### src/rtl/sec_gate.sv
module sec_gate #(
  parameter int NBYTES = 8,
  parameter logic [NBYTES*8-1:0] SEC_CODE = 64'h8877_6655_4433_2211,
  parameter int ECHO_TICKS = 2,
  parameter int GAP_TICKS = 1,
  parameter logic [7:0] BAD = 8'h5A
) (
  input  logic       clk,
  input  logic       por_n,
  input  logic       rst_n,
  input  logic       bit_tick,
  input  logic       rx_valid,
  input  logic [7:0] rx_data,
  output logic       tx_valid,
  output logic [7:0] tx_data,
  output logic       tx_break,
  input  logic       erase,
  input  logic       fetch,
  input  logic [7:0] fl_data,
  output logic [7:0] rd_data,
  output logic       illegal_rst,
  output logic [7:0] status
);
  localparam int IW = (NBYTES > 1) ? $clog2(NBYTES) : 1;
  localparam int TMAX = (ECHO_TICKS > GAP_TICKS) ? ECHO_TICKS : GAP_TICKS;
  localparam int CW = (TMAX > 1) ? $clog2(TMAX) : 1;

  typedef enum logic [1:0] {P_RX, P_ECHO, P_GAP, P_DONE} phase_t;

  phase_t              phase;
  logic [IW-1:0]       idx;
  logic [CW-1:0]       cnt;
  logic                miss, unl, fail;
  logic [7:0]          held;
  logic [NBYTES*8-1:0] code_q = SEC_CODE;

  always_ff @(posedge clk)
    if (erase) code_q <= '1;

  always_ff @(posedge clk or negedge por_n) begin
    if (!por_n) begin
      phase       <= P_RX;
      idx         <= '0;
      cnt         <= '0;
      miss        <= 1'b0;
      unl         <= 1'b0;
      fail        <= 1'b0;
      held        <= '0;
      tx_valid    <= 1'b0;
      tx_break    <= 1'b0;
      illegal_rst <= 1'b0;
    end else begin
      tx_valid    <= 1'b0;
      tx_break    <= 1'b0;
      illegal_rst <= rst_n & fetch & ~unl;
      if (!rst_n) begin
        cnt <= '0;
      end else begin
        case (phase)
          P_RX: if (rx_valid) begin
            held  <= rx_data;
            miss  <= miss | (rx_data != code_q[8*idx +: 8]);
            cnt   <= '0;
            phase <= P_ECHO;
          end
          P_ECHO: if (bit_tick) begin
            if (cnt == CW'(ECHO_TICKS - 1)) begin
              tx_valid <= 1'b1;
              cnt      <= '0;
              if (idx == IW'(NBYTES - 1)) phase <= P_GAP;
              else begin
                idx   <= idx + 1'b1;
                phase <= P_RX;
              end
            end else cnt <= cnt + 1'b1;
          end
          P_GAP: if (bit_tick) begin
            if (cnt == CW'(GAP_TICKS - 1)) begin
              tx_break <= 1'b1;
              unl      <= ~miss;
              fail     <= miss;
              phase    <= P_DONE;
            end else cnt <= cnt + 1'b1;
          end
          default: ;
        endcase
      end
    end
  end

  assign tx_data = held;
  assign rd_data = unl ? fl_data : BAD;
  assign status  = {1'b0, unl, 5'b0, fail};
endmodule

### config.mk
export PLATFORM = sky130hd
export DESIGN_NAME = sec_gate
export DESIGN_NICKNAME = d
export VERILOG_FILES = /design/src/rtl/sec_gate.sv
export SDC_FILE = /design/constraint.sdc
export NUM_CORES = 1
export LEC_CHECK = 0
export BUFFER_PORTS_ARGS = -buffer_cell sky130_fd_sc_hd__buf_4
export CORE_MARGIN = 1.5
export CORE_UTILIZATION = 30
export DETAILED_ROUTE_END_ITERATION = 8
export GPL_TIMING_DRIVEN = 0
export PLACE_DENSITY_LB_ADDON = 0.1
export RECOVER_POWER = 100
export SLEW_MARGIN = 20
export SYNTH_ARGS = -nofsm -noshare
export SYNTH_HDL_FRONTEND = slang
export SYNTH_SLANG_ARGS = --single-unit
### constraint.sdc
create_clock -name clk -period 1.8 [get_ports clk]
set_clock_uncertainty 0.15 [all_clocks]
set_input_delay 0.18 -clock clk [delete_from_list [all_inputs] [get_ports clk]]
set_output_delay 0.18 -clock clk [all_outputs]
set_load 0.005 [all_outputs]
==> impl_metrics.py, run 1 <==
metrics = {
    "logic_synthesis": {
        "synth_flop_cell": "dfrtp_1",
        "synth_top_cell_by_area": "dfrtp_1",
        "ys_warn_count": 0,
        "ys_ff_latch": 20,
        "synth.avg_cell_area_um2": 11.9,
        "yosysMostFrequentCell": "dfrtp_1",
        "yosysSeqAreaShare": 0.479,
        "synth_area_leaders": "dfrtp_1, mux2_2, ha_1",
        "synth_cell_types": 25,
        "synthCells": 88,
        "synth.top_cell.area_share": 0.479,
        "synth_edf_count": 0,
        "async_reset_ff_frac": 1.00,
        "synth_commonest_cells": "dfrtp_1, mux2_2, buf_4, ha_1",
        "syn_area_mm2": 0.00104,
    },
    "die": {
        "initial_core_util": 0.313,
        "die_y_um": 62.0,
        "die_x_um": 62.0,
        "num_io_pins": 50,
        "die_area_mm2": 0.00385,
        "fp-row-count": 21,
        "core_mm2": 0.00334,
    },
    "critical_path": {
        "worstSetupStartpoint": "phase[1]$_DFFE_PN0P_",
        "reg2reg_depth": 5,
        "start_kind": "flip-flop",
        "reg2reg_slack_ps": 50,
        "path_class": "reg -> reg",
        "endpoint_kind": "flip-flop",
        "crit_required_ps": 1880,
        "crit_arrival_ps": 1840,
        "cp_slowest_cell": "or4_1",
        "r2r_end": "cnt$_DFFE_PN0P_",
        "worst-path-max-fanout": 6,
        "crit_chain": "inv_2, ha_2, nand2_1, or4_1, a21boi_1",
        "reg2reg_from": "phase[1]$_DFFE_PN0P_",
        "worst_path_largest_cell_delay_ps": 490,
    },
    "placement": {
        "post-place-ws_ps": -18.4,
        "portBuffers": 42,
        "routabilityCongestion": 0.727,
        "hpwlAfterDp_um": 1610,
        "postPlaceCellArea_mm2": 0.00144,
        "place_inst": 181,
    },
    "cells_and_area": {
        "nets": 186,
        "areaGrowthSynthToFinish_pct": 58.3,
        "final_util": 0.496,
        "n_antenna_cell": 0,
        "final_cells": 200,
        "fill_cells": 324,
        "drive_gt1_frac": 0.500,
        "final_area_mm2": 0.00165,
    },
    "global_route": {
        "grt-ovfl-total": 0,
        "grt_max_degree": 21,
        "grt_pass1_wl_um": 3140,
        "grtUsageTotal": 0.112,
        "first_global_vias": 758,
        "antenna_found_initial": 0,
    },
    "timing": {
        "setup_ws_ps": 45.6,
        "setup_viol": 0,
        "slew_viol_final": 0,
        "relSlewSlack": 0.251,
        "hold_violations": 0,
        "holdWs_ps": 19.2,
        "fin_setup_tns_ps": 0,
        "tightest_slew_ps": 1120,
        "grt_setup_unrepaired": "yes",
        "fin_crit_sh": 0.975,
        "fmax_mhz": 570,
        "post-route-min-period_ps": 1750,
    },
    "power_and_ir_drop": {
        "p_leak_nw": 0.845,
        "pwr_density_cell_mw_per_mm2": 480,
        "vdd_drop_max_mv": 0.380,
        "design_power_total_mw": 0.794,
    },
    "status": {
        "outcome": "finished, final reports clean",
    },
    "clock_network": {
        "clockBufferDepth": 2,
        "h-tree-depth": 1,
        "clk_latency_ps": 290,
        "cts_tree": "built",
        "cts_made_buffers": 3,
        "cts.sink_count": 20,
        "clk_pin_slew_worst_paths_ps": 110,
        "clockRootBuffer": "clkbuf_4",
    },
    "detailed_routing": {
        "drt_iter0_drc": 16,
        "ant_nets": 0,
        "wl_per_cell_um": 10.9,
        "vias": 870,
        "drt-total-wl_um": 2170,
        "vias_per_cell": 4.35,
        "dr.pass1.iters": 2,
        "drc": 0,
    },
    "min_path": {
        "hold_path_depth": 2,
        "worst_hold_path_type": "in -> reg",
        "min_from": "rst_n",
        "min_to": "cnt$_DFFE_PN0P_",
    },
    "run": {
        "cap_violations": 0,
    },
}
how the worst max path moves through the flow:
stage	slack (ps)	to	depth (start not counted)
2_1_floorplan	130	cnt$_DFFE_PN0P_	5
3_3_place_gp	-6	tx_data[7]$_DFFE_PN0P_	4
3_5_place_dp	-20	tx_data[5]$_DFFE_PN0P_	4
4_1_cts	0.04	cnt$_DFFE_PN0P_	5
5_1_grt	-20	cnt$_DFFE_PN0P_	5
6_report	50	cnt$_DFFE_PN0P_	5
per-layer routing:
layer	share of wire	vias up	global-route usage	wire [um]
met5	0	-	0	0
met1	0.41	415	0.132	892
met3	0.066	2	0.0248	143
met2	0.52	31	0.201	1130
li1	-	422	-	-
met4	0.0041	0	0.0365	9
power by group:
group | total (mW) | switching, mW | internal [mW]
combinational | 0.0856 | 0.0291 | 0.0565
clock | 0.258 | 0.135 | 0.123
sequential | 0.451 | 0.000293 | 0.450
sequential cells by signal (all words and copies together), names as in the netlist:
register,cells
cnt,1
tx_data,8
illegal_rst,1
unl,1
tx_break,1
idx,3
tx_valid,1
fail,1
phase,2
miss,1
final cells by class:
cell class                 instances  area (um^2)  share of cell area
sequential                        20          502               0.303
inverter                           3         11.3             0.00681
multi-input combinational         62          539               0.326
tap                               46         57.6              0.0348
clock buffer                       4         36.3              0.0219
buffer                             8         60.1              0.0363
timing repair buffer              57          448               0.271
cell usage in the layout, fill, tap and decap left out, types with 2 or more instances in the layout:
| cell type | instances |
|---|---|
| buf_4 | 42 |
| dfrtp_1 | 19 |
| clkbuf_4 | 13 |
| mux2_2 | 11 |
| dlygate4sd3_1 | 11 |
| conb_1 | 6 |
| nand2b_1 | 5 |
| nor2_1 | 5 |
| and2_1 | 4 |
| mux2i_1 | 4 |
| ha_1 | 4 |
| nand2_1 | 3 |
| inv_2 | 2 |
| nand4_1 | 2 |
| ha_4 | 2 |
| ha_2 | 2 |
| clkbuf_1 | 2 |
worst max-delay path, delay by kind of cell, from the launching register on:
kind	cells	cell delay, ps
flip-flops	1	470
buffers and inverters	1	120
AND/OR/NAND/NOR	2	550
adder cells (fa/ha/maj)	1	250
AO/OA/AOI/OAI	1	150
repair_timing:
action,CTS,global route
setup endpoints to repair,8,2
hold buffers,11,0
hold endpoints to repair,29,0
setup buffers,0,4
pin swaps,0,3
resized for setup,1,10
cell families (layout without fill, tap and decap cells):
family          count (synthesis)  in the layout  synth area share
simple gates                   25             25             0.139
flops                          20             20             0.479
mux                            15             15             0.157
buf+inv                        11             72            0.0683
fa+ha+maj                       8              8            0.0958
compound gates                  7              7            0.0491
other cells                     1              6           0.00359
xor+xnor                        1              1           0.00838
No activity file was read; power rests on OpenSTA's default activity.
==> run 2: changes to the inputs <==
CORE_UTILIZATION = 45   (was 30)
CTS_CLUSTER_DIAMETER = 30   (was not set)
==> impl_metrics.py, run 2 (synthesis results as in run 1) <==
metrics = {
    "critical_path": {
        "endpoint_kind": "flip-flop",
        "worst-path-max-fanout": 4,
        "crit_arrival_ps": 1870,
        "start_kind": "flip-flop",
        "reg2reg_slack_ps": 9,
        "crit_required_ps": 1880,
        "path_class": "reg -> reg",
    },
    "clock_network": {
        "cts.sink_count": 20,
        "clockRootBuffer": "clkbuf_4",
        "clk_pin_slew_worst_paths_ps": 110,
        "h-tree-depth": 1,
        "clk_latency_ps": 290,
        "cts_made_buffers": 3,
        "clockBufferDepth": 2,
        "cts_tree": "built",
    },
    "power_and_ir_drop": {
        "p_int_mw": 0.584,
        "p_sw_mw": 0.156,
        "p_sw_frac": 0.211,
        "pwr_density_cell_mw_per_mm2": 461,
        "p_seq_frac": 0.609,
        "vdd_drop_max_mv": 0.417,
        "power_frac_clock": 0.277,
        "comb_power_share": 0.115,
        "design_power_total_mw": 0.740,
        "p_leak_nw": 0.842,
    },
    "cells_and_area": {
        "seq_area_um2": 500,
        "drive_gt1_frac": 0.493,
        "multi_input_area_um2": 534,
        "n_antenna_cell": 0,
        "fill_cells": 172,
        "layout_commonest_cell": "buf_4",
        "final_area_mm2": 0.00160,
        "final_cell_mix": "buf_4, dfrtp_1, clkbuf_4, mux2_2, dlygate4sd3_1",
        "nets": 185,
        "largest_reg_flops": 8,
        "final_util": 0.725,
        "areaGrowthSynthToFinish_pct": 53.5,
    },
    "die": {
        "fp-row-count": 17,
        "core_mm2": 0.00221,
        "initial_core_util": 0.472,
        "die_x_um": 51.2,
        "die_area_mm2": 0.00262,
        "num_io_pins": 50,
        "die_y_um": 51.2,
    },
    "global_route": {
        "antenna_found_initial": 0,
        "grt_pass1_wl_um": 3350,
        "grt_max_degree": 21,
        "grtUsageTotal": 0.170,
        "first_global_vias": 812,
        "grt-ovfl-total": 0,
    },
    "placement": {
        "routabilityCongestion": 0.677,
        "postPlaceCellArea_mm2": 0.00141,
        "portBuffers": 42,
        "hpwlAfterDp_um": 1450,
    },
    "detailed_routing": {
        "wl_per_cell_um": 11.7,
        "vias": 855,
        "dr.pass1.iters": 4,
        "drc": 0,
        "ant_nets": 0,
        "drt-total-wl_um": 2100,
        "drt_iter0_drc": 3,
        "vias_per_cell": 4.75,
    },
    "timing": {
        "setup_viol": 0,
        "hold_violations": 0,
        "tightest_slew_ps": 1020,
        "fmax_mhz": 558,
        "grt_setup_unrepaired": "yes",
        "fin_crit_sh": 0.995,
        "slew_viol_final": 0,
        "relSlewSlack": 0.317,
        "post-route-min-period_ps": 1790,
    },
    "status": {
        "outcome": "finished, final reports clean",
    },
    "run": {
        "cap_violations": 0,
    },
    "min_path": {
        "worst_hold_path_type": "in -> reg",
    },
}
[run 2: changes by cell type in the layout (fill, tap and decap cells not counted), sizes merged]
cell,before,now
clkbuf,16,15
buf,42,41
[run 2: per-layer routing]
layer / vias to the layer above / part of all wire / track usage
met2: 36 / 0.50 / 0.301
met3: 4 / 0.072 / 0.0234
met1: 395 / 0.41 / 0.196
li1: 420 / - / -
met5: - / 0 / 0
met4: 0 / 0.014 / 0.0946
[run 2: critical path: stages (launching register included)]
cell and delay (ps):
dfrtp_1 430, inv_2 90, ha_2 190, o21ba_1 200
or4_4 520, a21boi_2 140
[run 2: layout make-up]
cell class              count  area share
well taps                  28      0.0218
clock buffers               3      0.0140
plain buffers               8      0.0374
repair buffers             56       0.275
inverters                   3     0.00702
flip-flops and latches     20       0.312
multi-input cells          62       0.333
[run 2: worst paths after layout]
| path | from | cells after the start | to |
|---|---|---|---|
| max | phase[0]$_DFFE_PN0P_ | 5 | cnt$_DFFE_PN0P_ |
| min | rst_n | 2 | cnt$_DFFE_PN0P_ |
| max reg2reg | phase[0]$_DFFE_PN0P_ | 5 | cnt$_DFFE_PN0P_ |
| min reg2reg | miss$_DFFE_PN0P_ | 1 | unl$_DFFE_PN0P_ |
| max in group asynchronous | por_n | 2 | tx_data[2]$_DFFE_PN0P_ |
| min in group asynchronous | por_n | 2 | idx[2]$_DFFE_PN0P_ |
[run 2: per-stage QoR]
step / setup WS, ps / cells / hold WS (ps) / setup TNS [ps]
after floorplan: 130 / 93 / -266 / 0
after global placement: 48.1 / 163 / -78.3 / 0
after detailed placement: -4.58 / 163 / -78.3 / -9.84
after CTS: 17.2 / 177 / 13.7 / 0
after global routing: -59.2 / 180 / 40.2 / -59.2
final: 9.32 / 180 / 27.5 / 0
[run 2: power by group through the flow]
stage / logic, mW / clock network (mW) / registers (mW)
finish: 0.0849 / 0.205 / 0.450
global route: 0.0936 / 0.225 / 0.451
CTS: 0.0857 / 0.214 / 0.450
detailed placement: 0.0665 / 0 / 0.459
global placement: 0.0658 / 0 / 0.459
floorplan: 0.0166 / 0 / 0.460
[run 2: timing repair]
action,CTS,global route
setup buffers,0,3
gates cloned,0,0
resized for setup,2,8
hold buffers,11,0
endpoints found under the setup margin,9,4
endpoints found under the hold margin,29,0
pin swaps,0,1
==> run 3: changes to the inputs <==
ABC_AREA = 0   (was not set)
RECOVER_POWER = not set   (was 100)
==> impl_metrics.py, run 3 (synthesis results as in run 1) <==
metrics = {
    "global_route": {
        "grtUsageTotal": 0.170,
        "first_global_vias": 812,
        "grt_max_degree": 21,
        "grt-ovfl-total": 0,
        "antenna_found_initial": 0,
        "grt_pass1_wl_um": 3350,
    },
    "cells_and_area": {
        "areaGrowthSynthToFinish_pct": 54.3,
        "final_cell_mix": "buf_4, dfrtp_1, mux2_2, dlygate4sd3_1, conb_1",
        "layout_commonest_cell": "buf_4",
        "n_antenna_cell": 0,
        "largest_reg_flops": 8,
        "nets": 185,
        "fill_cells": 168,
        "drive_gt1_frac": 0.507,
        "final_cells": 180,
    },
    "placement": {
        "place_inst": 163,
        "hpwlAfterDp_um": 1450,
        "routabilityCongestion": 0.677,
        "portBuffers": 42,
    },
    "detailed_routing": {
        "vias": 857,
        "wl_per_cell_um": 11.7,
        "drt_iter0_drc": 3,
        "drc": 0,
        "drt-total-wl_um": 2110,
        "dr.pass1.iters": 4,
        "ant_nets": 0,
        "vias_per_cell": 4.76,
    },
    "timing": {
        "fmax_mhz": 558,
        "fin_crit_sh": 0.995,
        "slew_viol_final": 0,
        "grt_setup_unrepaired": "yes",
        "setup_viol": 0,
        "fin_setup_tns_ps": 0,
        "post-route-min-period_ps": 1790,
        "hold_violations": 0,
    },
    "critical_path": {
        "path_class": "reg -> reg",
        "start_kind": "flip-flop",
        "crit_chain": "inv_2, ha_2, o21ba_1, or4_4, a21boi_2",
        "worstSetupStartpoint": "phase[0]$_DFFE_PN0P_",
        "worst-path-max-fanout": 4,
        "crit_required_ps": 1880,
        "endpoint_kind": "flip-flop",
        "reg2reg_from": "phase[0]$_DFFE_PN0P_",
        "cp_slowest_cell": "or4_4",
        "worst_path_largest_cell_delay_ps": 520,
        "crit_arrival_ps": 1880,
    },
    "clock_network": {
        "cts_tree": "built",
        "h-tree-depth": 1,
        "clk_latency_ps": 290,
        "clockBufferDepth": 2,
        "cts.sink_count": 20,
        "clockRootBuffer": "clkbuf_4",
        "clk_pin_slew_worst_paths_ps": 110,
        "cts_made_buffers": 3,
    },
    "min_path": {
        "worst_hold_path_type": "in -> reg",
        "min_from": "rst_n",
    },
    "die": {
        "num_io_pins": 50,
        "initial_core_util": 0.472,
        "fp-row-count": 17,
        "die_x_um": 51.2,
        "die_y_um": 51.2,
        "core_mm2": 0.00221,
        "die_area_mm2": 0.00262,
    },
    "power_and_ir_drop": {
        "p_leak_nw": 0.855,
        "vdd_drop_max_mv": 0.418,
        "pwr_density_cell_mw_per_mm2": 460,
    },
    "status": {
        "outcome": "finished, final reports clean",
    },
    "run": {
        "cap_violations": 0,
    },
}
==> run 3: cell type report <==
cell class / count / area (um^2) / area share
plain buffers: 8 / 60.1 / 0.0373
clock buffers: 3 / 22.5 / 0.0140
inverters: 3 / 11.3 / 0.00699
multi-input cells: 62 / 534 / 0.332
flip-flops and latches: 20 / 500 / 0.311
well taps: 28 / 35.0 / 0.0217
repair buffers: 56 / 448 / 0.278
==> run 3: report_power, final <==
group / leakage [nW] / internal [mW] / total (mW) / switching (mW)
sequential: 0.268 / 0.450 / 0.450 / 0.000291
clock: 0.0138 / 0.0777 / 0.205 / 0.127
combinational: 0.573 / 0.0574 / 0.0860 / 0.0285
total: 0.855 / 0.585 / 0.741 / 0.156
==> run 3: stage by stage <==
stage	hold slack [ps]	power, mW	setup slack, ps	cell area [um^2]	utilization
2_1_floorplan	-266	0.476	130	1060	-
3_3_place_gp	-78.3	0.525	48.1	1410	0.639
3_5_place_dp	-78.3	0.526	-4.58	1410	0.639
4_1_cts	13.7	0.751	17.2	1550	0.701
5_1_grt	40.2	0.770	-59.2	1610	0.729
6_report	26.7	0.741	8.90	1610	0.729
==> run 3: final timing paths <==
check	slack, ps	depth (start not counted)	to
worst max-delay path	9	5	cnt$_DFFE_PN0P_
worst min-delay path	30	2	cnt$_DFFE_PN0P_
worst max register to register	9	5	cnt$_DFFE_PN0P_
worst min register to register	320	1	unl$_DFFE_PN0P_
max in group asynchronous	1160	2	tx_data[2]$_DFFE_PN0P_
min in group asynchronous	130	2	idx[2]$_DFFE_PN0P_
==> run 3: layer usage <==
metal / vias up / GRT usage / wire length, um
met5: - / 0 / 0
met4: 0 / 0.0946 / 30
met3: 4 / 0.0234 / 157
met2: 36 / 0.301 / 1050
met1: 397 / 0.196 / 869
li1: 420 / - / -
==> run 3: repair_timing <==
| action | 4_1_cts | 5_1_grt |
|---|---|---|
| setup buffers | 0 | 3 |
| hold buffers | 11 | 0 |
| endpoints found under the hold margin | 29 | 0 |
| pin swaps | 0 | 1 |
| endpoints found under the setup margin | 9 | 4 |
| resized for setup | 2 | 8 |
==> run 3: critical path, delay by kind of cell, from the launching register on <==
family	cells	cell delay (ps)
simple gates	1	520
fa+ha+maj	1	190
buf+inv	1	90
flops	1	430
compound gates	2	340
